## src/rtl/stair_pkg.sv

```systemverilog
package stair_pkg;

    typedef enum logic [1:0] {
        ST_IDLE  = 2'd0,
        ST_RUN   = 2'd1,
        ST_FAULT = 2'd2
    } stair_state_e;

    // Per-bridge switch word {S4,S3,S2,S1} with both legs low
    localparam logic [3:0] BRIDGE_ZERO = 4'b1010;

endpackage

```

## src/rtl/stair_order_chk.sv

```systemverilog
module stair_order_chk #(
    parameter int NB = 3,
    parameter int AW = 10,
    parameter int QUARTER = 250
) (
    input  logic [NB*AW-1:0] angles_i,
    output logic             ok_o
);
    localparam logic [AW-1:0] QMAX = AW'(QUARTER);

    always_comb begin
        ok_o = (angles_i[NB*AW-1 -: AW] <= QMAX);
        for (int i = 0; i < NB - 1; i++) begin
            if (angles_i[i*AW +: AW] >= angles_i[(i+1)*AW +: AW]) begin
                ok_o = 1'b0;
            end
        end
    end
endmodule

```

## src/rtl/stair_seq.sv

```systemverilog
module stair_seq
    import stair_pkg::*;
#(
    parameter int NB = 3,
    parameter int PERIOD = 1000,
    parameter int AW = 10
) (
    input  logic             clk,
    input  logic             rst_n,
    input  logic             enable_i,
    input  logic             tick_i,
    input  logic [NB*AW-1:0] angles_i,
    input  logic             ok_i,
    output stair_state_e     state_o,
    output logic [AW-1:0]    pos_o,
    output logic [NB*AW-1:0] shadow_o
);
    localparam logic [AW-1:0] LAST = AW'(PERIOD - 1);

    stair_state_e     state_q, state_d;
    logic [AW-1:0]    pos_q, pos_d;
    logic [NB*AW-1:0] shadow_q;
    logic             boundary;

    assign boundary = tick_i && ((state_q == ST_IDLE) || (pos_q == LAST));

    always_comb begin
        state_d = state_q;
        pos_d   = pos_q;
        unique case (state_q)
            ST_IDLE: begin
                pos_d = '0;
                if (enable_i && tick_i) state_d = ok_i ? ST_RUN : ST_FAULT;
            end
            ST_RUN, ST_FAULT: begin
                if (!enable_i) begin
                    state_d = ST_IDLE;
                    pos_d   = '0;
                end else if (tick_i) begin
                    pos_d = (pos_q == LAST) ? '0 : pos_q + 1'b1;
                    if (boundary) state_d = ok_i ? ST_RUN : ST_FAULT;
                end
            end
            default: begin
                state_d = ST_IDLE;
                pos_d   = '0;
            end
        endcase
    end

    always_ff @(posedge clk or negedge rst_n) begin
        if (!rst_n) begin
            state_q  <= ST_IDLE;
            pos_q    <= '0;
            shadow_q <= '0;
        end else begin
            state_q <= state_d;
            pos_q   <= pos_d;
            if (enable_i && boundary) shadow_q <= angles_i;
        end
    end

    assign state_o  = state_q;
    assign pos_o    = pos_q;
    assign shadow_o = shadow_q;

    AST_POS_RANGE: assert property (@(posedge clk) disable iff (!rst_n)
        pos_q <= LAST);
    AST_IDLE_HOME: assert property (@(posedge clk) disable iff (!rst_n)
        (state_q == ST_IDLE) |-> (pos_q == '0));
    AST_WRAP_ZERO: assert property (@(posedge clk) disable iff (!rst_n)
        (state_q != ST_IDLE && enable_i && tick_i && pos_q == LAST) |=> (pos_q == '0));
    AST_NO_TICK_HOLD: assert property (@(posedge clk) disable iff (!rst_n)
        (state_q != ST_IDLE && enable_i && !tick_i) |=> $stable(pos_q));
    AST_ANGLE_HOLD: assert property (@(posedge clk) disable iff (!rst_n)
        (state_q != ST_IDLE && !(tick_i && pos_q == LAST)) |=> $stable(shadow_q));
    AST_DROP_IDLE: assert property (@(posedge clk) disable iff (!rst_n)
        !enable_i |=> (state_q == ST_IDLE));
endmodule

```

## src/rtl/stair_bridge.sv

```systemverilog
module stair_bridge #(
    parameter int PERIOD = 1000,
    parameter int AW = 10
) (
    input  logic              clk,
    input  logic              rst_n,
    input  logic [AW-1:0]     pos_i,
    input  logic [AW-1:0]     theta_i,
    input  logic              active_i,
    output logic [3:0]        gate_o,
    output logic signed [1:0] lvl_o
);
    localparam logic [AW-1:0] HALF = AW'(PERIOD / 2);
    localparam logic [AW-1:0] FULL = AW'(PERIOD);

    logic leg_a, leg_b;

    always_comb begin
        leg_a = active_i && (pos_i >= theta_i) && (pos_i < theta_i + HALF);
        leg_b = active_i && (pos_i >= HALF - theta_i) && (pos_i < FULL - theta_i);
        gate_o = {~leg_b, leg_b, ~leg_a, leg_a};
        if (leg_a && !leg_b)      lvl_o = 2'sb01;
        else if (!leg_a && leg_b) lvl_o = 2'sb11;
        else                      lvl_o = 2'sb00;
    end

    AST_POS_HALF_FIRST: assert property (@(posedge clk) disable iff (!rst_n)
        (lvl_o == 2'sb01) |-> (pos_i < HALF));
    AST_NEG_HALF_SECOND: assert property (@(posedge clk) disable iff (!rst_n)
        (lvl_o == 2'sb11) |-> (pos_i >= HALF));
endmodule

```

## src/rtl/stair_gate_gen.sv

```systemverilog
module stair_gate_gen
    import stair_pkg::*;
#(
    parameter int NB = 3,
    parameter int PERIOD = 1000,
    localparam int AW = $clog2(PERIOD),
    localparam int LW = $clog2(NB + 1) + 1
) (
    input  logic                 clk,
    input  logic                 rst_n,
    input  logic                 enable_i,
    input  logic                 tick_i,
    input  logic [NB*AW-1:0]     angles_i,
    output logic [NB*4-1:0]      gates_o,
    output logic signed [LW-1:0] level_o,
    output logic                 fault_o
);
    localparam int QUARTER = PERIOD / 4;

    stair_state_e     state;
    logic [AW-1:0]    pos;
    logic [NB*AW-1:0] shadow;
    logic             angles_ok;
    logic             active;
    logic [NB*4-1:0]  gate_w;
    logic signed [1:0] lvl_w [NB];

    stair_order_chk #(.NB(NB), .AW(AW), .QUARTER(QUARTER)) u_chk (
        .angles_i (angles_i),
        .ok_o     (angles_ok)
    );

    stair_seq #(.NB(NB), .PERIOD(PERIOD), .AW(AW)) u_seq (
        .clk      (clk),
        .rst_n    (rst_n),
        .enable_i (enable_i),
        .tick_i   (tick_i),
        .angles_i (angles_i),
        .ok_i     (angles_ok),
        .state_o  (state),
        .pos_o    (pos),
        .shadow_o (shadow)
    );

    assign active = (state == ST_RUN);

    for (genvar k = 0; k < NB; k++) begin : g_bridge
        stair_bridge #(.PERIOD(PERIOD), .AW(AW)) u_br (
            .clk      (clk),
            .rst_n    (rst_n),
            .pos_i    (pos),
            .theta_i  (shadow[k*AW +: AW]),
            .active_i (active),
            .gate_o   (gate_w[k*4 +: 4]),
            .lvl_o    (lvl_w[k])
        );
    end

    always_comb begin
        gates_o = gate_w;
        fault_o = (state == ST_FAULT);
        level_o = '0;
        for (int k = 0; k < NB; k++) begin
            level_o = level_o + {{(LW-2){lvl_w[k][1]}}, lvl_w[k]};
        end
    end

    AST_FAULT_QUIET: assert property (@(posedge clk) disable iff (!rst_n)
        fault_o |-> (level_o == '0 && gates_o == {NB{BRIDGE_ZERO}}));
    AST_LEVEL_BOUND: assert property (@(posedge clk) disable iff (!rst_n)
        (level_o <= LW'(NB)) && (level_o >= -LW'(NB)));
    AST_IDLE_PARKED: assert property (@(posedge clk) disable iff (!rst_n)
        (state == ST_IDLE) |-> (gates_o == {NB{BRIDGE_ZERO}}));
endmodule

```

## config.mk

```make
export PLATFORM = sky130hd
export DESIGN_NAME = stair_gate_gen
export DESIGN_NICKNAME = d
export VERILOG_FILES = /design/src/rtl/stair_pkg.sv /design/src/rtl/stair_order_chk.sv /design/src/rtl/stair_seq.sv /design/src/rtl/stair_bridge.sv /design/src/rtl/stair_gate_gen.sv
export SDC_FILE = /design/constraint.sdc
export NUM_CORES = 1
export LEC_CHECK = 0
export BUFFER_PORTS_ARGS = -buffer_cell sky130_fd_sc_hd__buf_2
export CORE_ASPECT_RATIO = 0.9
export CORE_MARGIN = 5
export CORE_UTILIZATION = 57
export CTS_BUF_LIST = sky130_fd_sc_hd__clkbuf_4 sky130_fd_sc_hd__clkbuf_8
export CTS_CLUSTER_SIZE = 8
export DETAILED_ROUTE_END_ITERATION = 6
export GPL_TIMING_DRIVEN = 0
export HOLD_SLACK_MARGIN = 0.12
export PLACE_DENSITY = 0.87
export SLEW_MARGIN = 20
export SYNTH_ARGS = -nofsm -noshare
export SYNTH_HDL_FRONTEND = slang
export SYNTH_SLANG_ARGS = --single-unit
```

## constraint.sdc

```tcl
create_clock -name clk -period 3.9 [get_ports clk]
set_input_delay 0.195 -clock clk [delete_from_list [all_inputs] [get_ports clk]]
set_output_delay 0.195 -clock clk [all_outputs]
set_load 0.02 [all_outputs]
```

==> results.sh, run 1 <==
export IMPL_outcome="complete, but fails checks"
export IMPL_violations="setup timing"
export IMPL_ys_seq_area_frac=0.176
export IMPL_wirelength_um=18900
export IMPL_grt_antenna_before_repair=0
export IMPL_first_pass_iters=6
export IMPL_route_detailed_drc=0
export IMPL_ant_nets=0
export IMPL_crit_path_start_kind="register"
export IMPL_p_total_uw=4890
export IMPL_endpoint_kind="output pin"
export IMPL_die_area_mm2=0.0126
export IMPL_synthArstFlopShare=1.00
export IMPL_synthFlopType="dfrtp_1"
export IMPL_initial_core_util=0.583
export IMPL_skew_ns=0.00741
export IMPL_hold_depth=3
export IMPL_p_per_area_mw_per_mm2=657
export IMPL_via_per_inst=6.30
export IMPL_pre_cts_slack_ns=-0.765
export IMPL_p_leak_uw=0.00365
export IMPL_fp_row_count=35
export IMPL_cts_buffer_depth=2
export IMPL_die_y_um=107
export IMPL_rsz0062_at_grt="true"
export IMPL_busiest_layer="met2"
export IMPL_fin_nets=1017
export IMPL_period_needed_ns=4.35
export IMPL_max_cap_viol_count=0
export IMPL_grt_use_met1=0.339
export IMPL_root_buffer="clkbuf_8"
export IMPL_final_cell_area_mm2=0.00744
export IMPL_ys_ff_latch=42
export IMPL_grtUsageMet2=0.456
export IMPL_cts_buffers=5
export IMPL_cts_sinks=42
export IMPL_rr_endpoint="u_seq.shadow_o[12]"
export IMPL_r2r_slack_ns=1.07
export IMPL_synth_cell_type_count=47
export IMPL_worstHoldEndpoint="u_seq.shadow_o[2]"
export IMPL_tightest_slew_ns=0.974
export IMPL_synth_edf_count=0
export IMPL_hold_viol=0
export IMPL_finalCritPeriodShare=1.12
export IMPL_arrival_ns=4.15
export IMPL_drive_above_1_share=0.273
export IMPL_hp_class="primary input to register"
export IMPL_slew_viol_final=0
export IMPL_drt_iter0_markers=550
export IMPL_ys_warn_count=0
export IMPL_drt_wirelength_per_cell_um=19.7
export IMPL_setup_viol=3
export IMPL_die_w_um=118
export IMPL_core_region_area_mm2=0.0102
export IMPL_layout_setup_ws_ns=-0.449
export IMPL_worst_setup_path_type="register to output pin"
export IMPL_portBuffers=49
export IMPL_synth_nets=913
export IMPL_timing_hold_ws_ns=0.118
export IMPL_irDropWorstVdd_mv=0.432
export IMPL_slew_limit_headroom=0.351
export IMPL_required_ns=3.70
export IMPL_cts_max_level=2
export IMPL_insertion_delay_ns=0.31
export IMPL_syn_area_mm2=0.00597
export IMPL_hpwl_um=12000
export IMPL_place_area_mm2=0.00640
export IMPL_netlist_instances=727
export IMPL_clk_pin_slew_ns=0.09
export IMPL_rr_startpoint="u_seq.pos_o[5]"
export IMPL_avgSynthCellArea_um2=8.21
export IMPL_grt_start_max_net_pins=43
export IMPL_min_from="angles_i[2]"
export IMPL_r2r_cells=6
export IMPL_worst_path_max_fanout=16
export IMPL_cts_tree="done"
export IMPL_grt_pass1_vias=5737
export IMPL_gp_congestion=0.959
export IMPL_grt_overflow=0
export IMPL_track_usage=0.265
export IMPL_areaGrowthSynthToFinish_pct=24.6
export IMPL_fmaxAchievable_ghz=0.230
export IMPL_met3_usage=0.0332
export IMPL_grt_pass1_wl_um=27800
export IMPL_vias=6056
export IMPL_ios=50
worst max-delay path, cell delays in order, from the launching register on:
cell	delay (ns)
dfrtp_1	0.89
ha_1	0.40
and3_1	0.19
a221oi_1	0.42
o21ai_0	0.21
o211ai_1	0.24
buf_4	0.20
nand2b_4	0.07
fa_1	0.52
inv_2	0.05
ha_4	0.17
xnor2_4	0.17
xnor2_2	0.14
buf_4	0.17
area by class of cell:
| class | count | area, um^2 |
|---|---|---|
| well taps | 129 | 161 |
| clock inverters | 2 | 12.5 |
| fillers | 692 | 2810 |
| multi-input cells | 583 | 5000 |
| repair buffers | 107 | 717 |
| clock buffers | 6 | 82.6 |
| inverters | 74 | 289 |
| diodes | 1 | 2.50 |
| flip-flops and latches | 42 | 1070 |
| plain buffers | 18 | 97.6 |
worst max path at each step:
stage | from | slack, ns | end
final | u_seq.pos_o[5] | -0.45 | level_o[2]
after global routing | u_seq.shadow_o[3] | -0.58 | level_o[2]
after CTS | u_seq.shadow_o[10] | -0.34 | level_o[2]
after detailed placement | u_seq.shadow_o[4] | -0.77 | level_o[2]
after global placement | u_seq.shadow_o[25] | -0.63 | level_o[2]
after floorplan | u_seq.shadow_o[5] | 0.001 | level_o[2]
cells in the mapped netlist, types with 3 or more instances:
| library cell | n | share of area |
|---|---|---|
| o2111ai_1 | 4 | 0.0059 |
| buf_2 | 3 | 0.0025 |
| nor3_1 | 10 | 0.0084 |
| nor2b_1 | 12 | 0.013 |
| nor2_1 | 28 | 0.018 |
| nand2b_1 | 15 | 0.016 |
| clkbuf_1 | 19 | 0.012 |
| a21o_1 | 13 | 0.016 |
| nand2_1 | 59 | 0.037 |
| a21oi_1 | 49 | 0.041 |
| dfrtp_1 | 42 | 0.18 |
| nor4_1 | 4 | 0.0042 |
| o211ai_1 | 6 | 0.0075 |
| nand4_1 | 7 | 0.0073 |
| xnor2_1 | 63 | 0.092 |
| inv_1 | 72 | 0.045 |
| a211oi_1 | 4 | 0.0050 |
| and3_1 | 9 | 0.0094 |
| a31oi_1 | 3 | 0.0031 |
| o21ai_0 | 68 | 0.057 |
| buf_4 | 6 | 0.0075 |
| or4_1 | 4 | 0.0050 |
| o31ai_1 | 5 | 0.0063 |
| ha_1 | 150 | 0.31 |
| nand3_1 | 30 | 0.025 |
| a2111oi_0 | 3 | 0.0044 |
| xor2_1 | 4 | 0.0059 |
| o21a_1 | 7 | 0.0088 |
| o2111a_1 | 3 | 0.0057 |
metrics by stage:
| step | utilization | TNS (ns) | std cells |
|---|---|---|---|
| 6_report | 0.726 | -0.720 | 962 |
| 5_1_grt | 0.726 | -1.07 | 961 |
| 4_1_cts | 0.685 | -0.399 | 939 |
| 3_5_place_dp | 0.625 | -1.30 | 905 |
| 3_3_place_gp | 0.625 | -0.980 | 905 |
| 2_1_floorplan | - | 0 | 727 |
repair_timing:
action	in CTS	in global routing
pin swaps	28	39
endpoints found under the setup margin	3	3
hold buffers	2	0
resized for setup	78	55
hold endpoints to repair	43	0
setup buffers	32	24
placed cells by master, fill, tap and decap left out, types with 4 or more instances in the layout:
cell type / n
o211ai_1: 6
nand3_1: 26
nor3_4: 7
a21oi_1: 33
nor2_1: 22
inv_1: 61
xor2_1: 4
nor2b_1: 12
buf_2: 49
dfrtp_2: 17
nand2b_1: 13
ha_4: 6
clkbuf_1: 8
and3_1: 8
ha_2: 7
xnor2_1: 59
ha_1: 137
a211oi_1: 4
nand2_1: 59
nor2_2: 6
a21oi_2: 15
clkbuf_8: 6
o21a_1: 7
nand3_2: 4
nand4_1: 7
inv_2: 8
dfrtp_1: 25
o21ai_0: 61
a21o_1: 13
nor4_2: 4
buf_4: 61
o21ai_1: 4
o31ai_1: 4
state kept, by name (all words and copies together) (netlist names):
signal,cells
u_seq.pos_o,10
u_seq.shadow_o,30
u_seq.state_o,2
routing by layer:
layer | share of wire | vias up
li1 | - | 2772
met1 | 0.39 | 2855
met2 | 0.48 | 352
met3 | 0.081 | 77
met4 | 0.045 | 0
met5 | 0 | -
where the power goes:
group / internal (uW) / total (uW) / leakage, uW / switching (uW)
sequential: 617 / 903 / 0.000517 / 286
clock: 143 / 308 / 0.0000472 / 165
combinational: 1670 / 3670 / 0.00309 / 2010
cell families after synthesis:
group,Yosys count,share of synthesized area
AND/OR/NAND/NOR,184,0.151
buffers and inverters,102,0.0685
AO/OA/AOI/OAI,180,0.185
adder cells (fa/ha/maj),152,0.321
XOR/XNOR,67,0.0983
flip-flops,42,0.176
Power figures use the tool's default switching activity.
==> inputs of run 2 (changes only) <==
Settings changed: ABC_CLOCK_PERIOD_IN_PS set to 3900, CAP_MARGIN set to 0, CORE_UTILIZATION 57 to 50, PLACE_DENSITY 0.87 to 0.78.
==> run 2 against run 1 <==
Against the previous run: non-clock buffer count increased by 4; clock skew about the same; the run still ends with setup timing left; largest power group unchanged; critical path depth increased by 4; highest routed layer unchanged; critical endpoint unchanged; clock power decreased by 2%; die area increased by 13%.
==> results.sh, run 2 (same netlist as run 1, synthesis figures left out) <==
export IMPL_worst_path_max_fanout=5
export IMPL_p_per_area_mw_per_mm2=623
export IMPL_finalCritPeriodShare=1.07
export IMPL_initial_core_util=0.516
export IMPL_cts_buffer_depth=2
export IMPL_grt_overflow=0
export IMPL_worst_setup_path_type="register to output pin"
export IMPL_drt_iter0_markers=383
export IMPL_p_comb_frac=0.755
export IMPL_fin_nets=1021
export IMPL_fp_row_count=37
export IMPL_p_leak_uw=0.00369
export IMPL_hold_viol=0
export IMPL_cts_sinks=42
export IMPL_fillers=937
export IMPL_route_detailed_drc=0
export IMPL_die_y_um=114
export IMPL_first_pass_iters=5
export IMPL_grtUsageMet2=0.395
export IMPL_areaGrowthSynthToFinish_pct=25.6
export IMPL_via_per_inst=5.64
export IMPL_slew_viol_final=0
export IMPL_root_buffer="clkbuf_8"
export IMPL_insertion_delay_ns=0.31
export IMPL_irDropWorstVdd_mv=0.455
export IMPL_rr_endpoint="u_seq.shadow_o[5]"
export IMPL_ios=50
export IMPL_timing_hold_ws_ns=0.120
export IMPL_rsz0062_at_grt="true"
export IMPL_period_needed_ns=4.17
export IMPL_drive_above_1_share=0.263
export IMPL_core_region_area_mm2=0.0116
export IMPL_vias=5591
export IMPL_fmaxAchievable_ghz=0.240
export IMPL_ant_nets=0
export IMPL_max_cap_viol_count=0
export IMPL_die_area_mm2=0.0142
export IMPL_final_cell_mix="139 x ha_1, 62 x inv_1, 58 x o21ai_0"
export IMPL_seq_power_share=0.181
export IMPL_crit_path_start_kind="register"
export IMPL_cts_max_level=2
export IMPL_netSwitchingFraction=0.488
export IMPL_arrival_ns=3.98
export IMPL_die_w_um=125
export IMPL_outcome="complete, but fails checks"
export IMPL_portBuffers=49
export IMPL_rr_startpoint="u_seq.pos_o[5]"
export IMPL_grt_antenna_before_repair=0
export IMPL_hpwl_um=11800
export IMPL_power_internal_uw=2390
export IMPL_gp_congestion=0.893
export IMPL_largest_reg_flops=30
export IMPL_final_cell_count_no_fill=992
export IMPL_grt_start_max_net_pins=43
export IMPL_track_usage=0.231
export IMPL_skew_ns=0.00760
export IMPL_grt_pass1_vias=5491
export IMPL_slew_limit_headroom=0.411
export IMPL_startpoint="u_seq.shadow_o[2]"
export IMPL_dp_cells=932
export IMPL_r2r_cells=6
export IMPL_cts_tree="done"
export IMPL_switching_power_uw=2280
export IMPL_drt_wirelength_per_cell_um=17.0
export IMPL_cts_buffers=5
export IMPL_r2r_slack_ns=1.19
export IMPL_endpoint_kind="output pin"
export IMPL_clk_pin_slew_ns=0.08
export IMPL_tightest_slew_ns=0.883
export IMPL_num_antenna_cells=0
export IMPL_met3_usage=0.0332
export IMPL_grt_use_met1=0.305
export IMPL_required_ns=3.70
export IMPL_clkPwrFrac=0.065
export IMPL_setup_viol=2
export IMPL_wirelength_um=16900
export IMPL_layout_setup_ws_ns=-0.275
export IMPL_place_area_mm2=0.00644
export IMPL_busiest_layer="met2"
export IMPL_final_cell_area_mm2=0.00750
export IMPL_hp_class="primary input to register"
export IMPL_violations="setup timing"
export IMPL_grt_pass1_wl_um=27000
export IMPL_tns_ns=-0.292
export IMPL_critPathCapture="level_o[2]"
export IMPL_layout_commonest_cell="ha_1"
-- run 2: cell count changes in the layout (fill, tap and decap cells not counted), moves of 3 or more --
cell           change
o21ai_2            +4
xnor2_2            +3
o21ai_0            -3
a21oi_2            -6
dlygate4sd3_1      +7
buf_4              -4
a21oi_1            +4
-- run 2: cell type report --
cell class	instances	area, um^2	share of cell area
multi-input combinational	583	4990	0.666
sequential	42	1070	0.143
timing repair buffer	111	766	0.102
inverter	74	284	0.0379
tap	156	195	0.0260
buffer	18	97.6	0.0130
clock buffer	6	76.3	0.0102
clock inverter	2	13.8	0.00184
-- run 2: power by group through the flow --
stage	logic [uW]	registers (uW)	clock network, uW
floorplan	2210	719	0
global placement	2680	756	0
detailed placement	2750	760	0
CTS	3110	841	305
global route	3920	867	324
finish	3530	843	302
-- run 2: what timing repair did --
action,CTS,global route
hold endpoints to repair,50,0
setup endpoints to repair,3,3
pin swaps,35,27
gates resized for setup,83,49
setup buffers,33,19
hold buffers,9,0
-- run 2: how the worst min path moves through the flow --
stage | from | to | slack [ns] | cells after the start
3_3_place_gp | rst_n | u_seq.pos_o[8] | 0.39 | 1
6_report | angles_i[2] | u_seq.shadow_o[2] | 0.12 | 3
3_5_place_dp | rst_n | u_seq.pos_o[8] | 0.40 | 1
4_1_cts | angles_i[7] | u_seq.shadow_o[7] | 0.12 | 3
2_1_floorplan | rst_n | u_seq.pos_o[0] | -0.10 | 0
5_1_grt | angles_i[24] | u_seq.shadow_o[24] | 0.13 | 3
-- run 2: routing by layer --
layer	vias up	wire length, um
li1	2780	-
met1	2601	7360
met2	171	8110
met3	39	880
met4	0	499
met5	-	0
-- run 2: critical path: stages, from the launching register on --
cell and delay (ns):
dfrtp_2 0.42, inv_1 0.12, ha_1 0.23, a21oi_2 0.21, o21ai_1 0.10, xnor2_1 0.13, ha_1 0.22, a2111oi_4 0.41
nand2_1 0.12, a21oi_2 0.18, o32ai_4 0.12, nand2b_1 0.18, fa_1 0.54, inv_2 0.05, ha_4 0.17, xnor2_4 0.17
xnor2_2 0.12, buf_4 0.15
-- run 2: through the flow --
| stage | setup WS [ns] | total power [uW] | util |
|---|---|---|---|
| after floorplan | 0.00127 | 2930 | - |
| after global routing | -0.435 | 5110 | 0.648 |
| final | -0.275 | 4670 | 0.648 |
| after CTS | -0.271 | 4260 | 0.616 |
| after detailed placement | -0.870 | 3510 | 0.556 |
| after global placement | -0.758 | 3440 | 0.556 |
==> inputs of run 3 (changes only) <==
Settings changed: CORE_UTILIZATION 50 to 55, PLACE_DENSITY 0.78 to 0.84.
==> run 3 against run 2 <==
Against the previous run: the run still ends with setup timing left; cell count is 5.2% lower; non-clock buffer count is 29 lower; sequential power is 7.1% higher; hold slack better by 0.0074 ns; utilization is 1.5 points higher; first-iteration DRC count is 21% higher; combinational power is 7.4% lower; fmax is 1.4% lower; die area is 8.3% lower; highest routed layer unchanged.
==> results.sh, run 3 (same netlist as run 1, synthesis figures left out) <==
export IMPL_tightest_slew_ns=0.885
export IMPL_hold_viol=0
export IMPL_setup_viol=2
export IMPL_timing_hold_ws_ns=0.128
export IMPL_irDropWorstVdd_mv=0.362
export IMPL_portBuffers=49
export IMPL_crit_path_start_kind="register"
export IMPL_period_needed_ns=4.23
export IMPL_die_area_mm2=0.0130
export IMPL_largest_reg_flops=30
export IMPL_cts_tree="done"
export IMPL_grt_overflow=0
export IMPL_rsz0062_at_grt="true"
export IMPL_grt_pass1_vias=5436
export IMPL_dp_cells=909
export IMPL_max_cap_viol_count=0
export IMPL_worst_setup_path_type="register to output pin"
export IMPL_drive_above_1_share=0.227
export IMPL_grt_start_max_net_pins=43
export IMPL_layout_commonest_cell="ha_1"
export IMPL_hpwl_um=11900
export IMPL_final_cell_count_no_fill=940
export IMPL_endpoint_kind="output pin"
export IMPL_regArea_mm2=0.00107
export IMPL_switching_power_uw=2230
export IMPL_route_detailed_drc=0
export IMPL_drt_iter0_markers=465
export IMPL_cts_buffer_depth=2
export IMPL_fp_row_count=36
export IMPL_cts_max_level=2
export IMPL_clkPwrFrac=0.067
export IMPL_arrival_ns=4.04
export IMPL_ant_nets=0
export IMPL_grt_pass1_wl_um=26700
export IMPL_cts_buffers=5
export IMPL_drt_wirelength_per_cell_um=17.6
export IMPL_ios=50
export IMPL_clk_pin_slew_ns=0.09
export IMPL_track_usage=0.253
export IMPL_core_region_area_mm2=0.0107
export IMPL_initial_core_util=0.557
export IMPL_root_buffer="clkbuf_8"
export IMPL_final_cell_mix="142 x ha_1, 63 x inv_1, 60 x o21ai_0"
export IMPL_required_ns=3.70
export IMPL_multiInputGateArea_mm2=0.00488
export IMPL_layout_setup_ws_ns=-0.334
export IMPL_vias=5580
export IMPL_seq_power_share=0.202
export IMPL_worst_path_max_fanout=4
export IMPL_cts_sinks=42
export IMPL_power_internal_uw=2240
export IMPL_die_w_um=120
export IMPL_die_y_um=109
export IMPL_finalCritPeriodShare=1.09
export IMPL_insertion_delay_ns=0.30
export IMPL_violations="setup timing"
export IMPL_p_leak_uw=0.00352
export IMPL_p_comb_frac=0.731
export IMPL_areaGrowthSynthToFinish_pct=19.1
export IMPL_gp_congestion=0.882
export IMPL_p_per_area_mw_per_mm2=629
export IMPL_fin_nets=992
export IMPL_hp_class="primary input to register"
export IMPL_fmaxAchievable_ghz=0.236
export IMPL_fillers=853
export IMPL_wirelength_um=16600
export IMPL_num_antenna_cells=0
export IMPL_skew_ns=0.0116
export IMPL_grt_antenna_before_repair=0
export IMPL_first_pass_iters=5
export IMPL_outcome="complete, but fails checks"
export IMPL_slew_limit_headroom=0.410
export IMPL_netSwitchingFraction=0.499
export IMPL_via_per_inst=5.94
export IMPL_slew_viol_final=0
[run 3: final cells by class]
class                   instances  share of cell area
multi-input cells             583               0.686
flip-flops and latches         42               0.150
repair buffers                 82              0.0729
inverters                      74              0.0401
well taps                     133              0.0234
plain buffers                  18              0.0137
clock buffers                   5             0.00968
clock inverters                 3             0.00352
[run 3: power by group through the flow]
stage	Clock, uW	Combinational [uW]	Sequential (uW)
after floorplan	0	2210	719
after global placement	0	2680	750
after detailed placement	0	2770	759
after CTS	305	3070	871
after global routing	327	3660	930
final	301	3270	903
[run 3: path summary, 6_finish.rpt]
kind                                            to               start  slack [ns]  cells past startpoint
worst min-delay path            u_seq.shadow_o[23]        angles_i[23]        0.13                      3
worst max register to register  u_seq.shadow_o[25]      u_seq.pos_o[6]        1.17                      6
worst max-delay path                    level_o[2]  u_seq.shadow_o[10]       -0.33                     17
worst min register to register      u_seq.pos_o[0]      u_seq.pos_o[0]        0.58                      1
min in group asynchronous           u_seq.pos_o[8]               rst_n        0.42                      2
max in group asynchronous       u_seq.shadow_o[22]               rst_n        3.05                      2
[run 3: critical path, cell delays in order, from the launching register on]
cell     delay [ns]
dfrtp_1        0.42
buf_4          0.14
inv_2          0.04
ha_4           0.18
a21oi_4        0.17
nand3_2        0.12
xnor2_2        0.16
ha_1           0.19
or4_4          0.52
a211o_1        0.30
and3_4         0.21
ha_4           0.24
fa_1           0.39
inv_2          0.09
ha_4           0.16
xnor2_4        0.12
xnor2_2        0.12
buf_4          0.16
[run 3: repair_timing]
item / CTS / global route
gates cloned: 0 / 0
resized for setup: 88 / 19
endpoints found under the hold margin: 42 / 0
setup endpoints to repair: 3 / 3
pin swaps: 28 / 20
setup buffers: 27 / 5
hold buffers: 1 / 0
[run 3: metal layers]
| layer | track usage | wire length [um] |
|---|---|---|
| met4 | 0.0679 | 373 |
| met5 | 0 | 0 |
| met1 | 0.342 | 7370 |
| met3 | 0.0327 | 1190 |
| met2 | 0.431 | 7650 |
[run 3: through the flow]
step / TNS (ns) / utilization / instance area (um^2) / setup WS, ns / power, uW
finish: -0.442 / 0.663 / 7110 / -0.334 / 4470
floorplan: 0 / - / 6000 / 0.00127 / 2930
global placement: -1.16 / 0.598 / 6410 / -0.692 / 3430
global route: -0.866 / 0.663 / 7110 / -0.501 / 4920
detailed placement: -1.38 / 0.598 / 6410 / -0.779 / 3530
CTS: -0.256 / 0.652 / 6990 / -0.245 / 4240
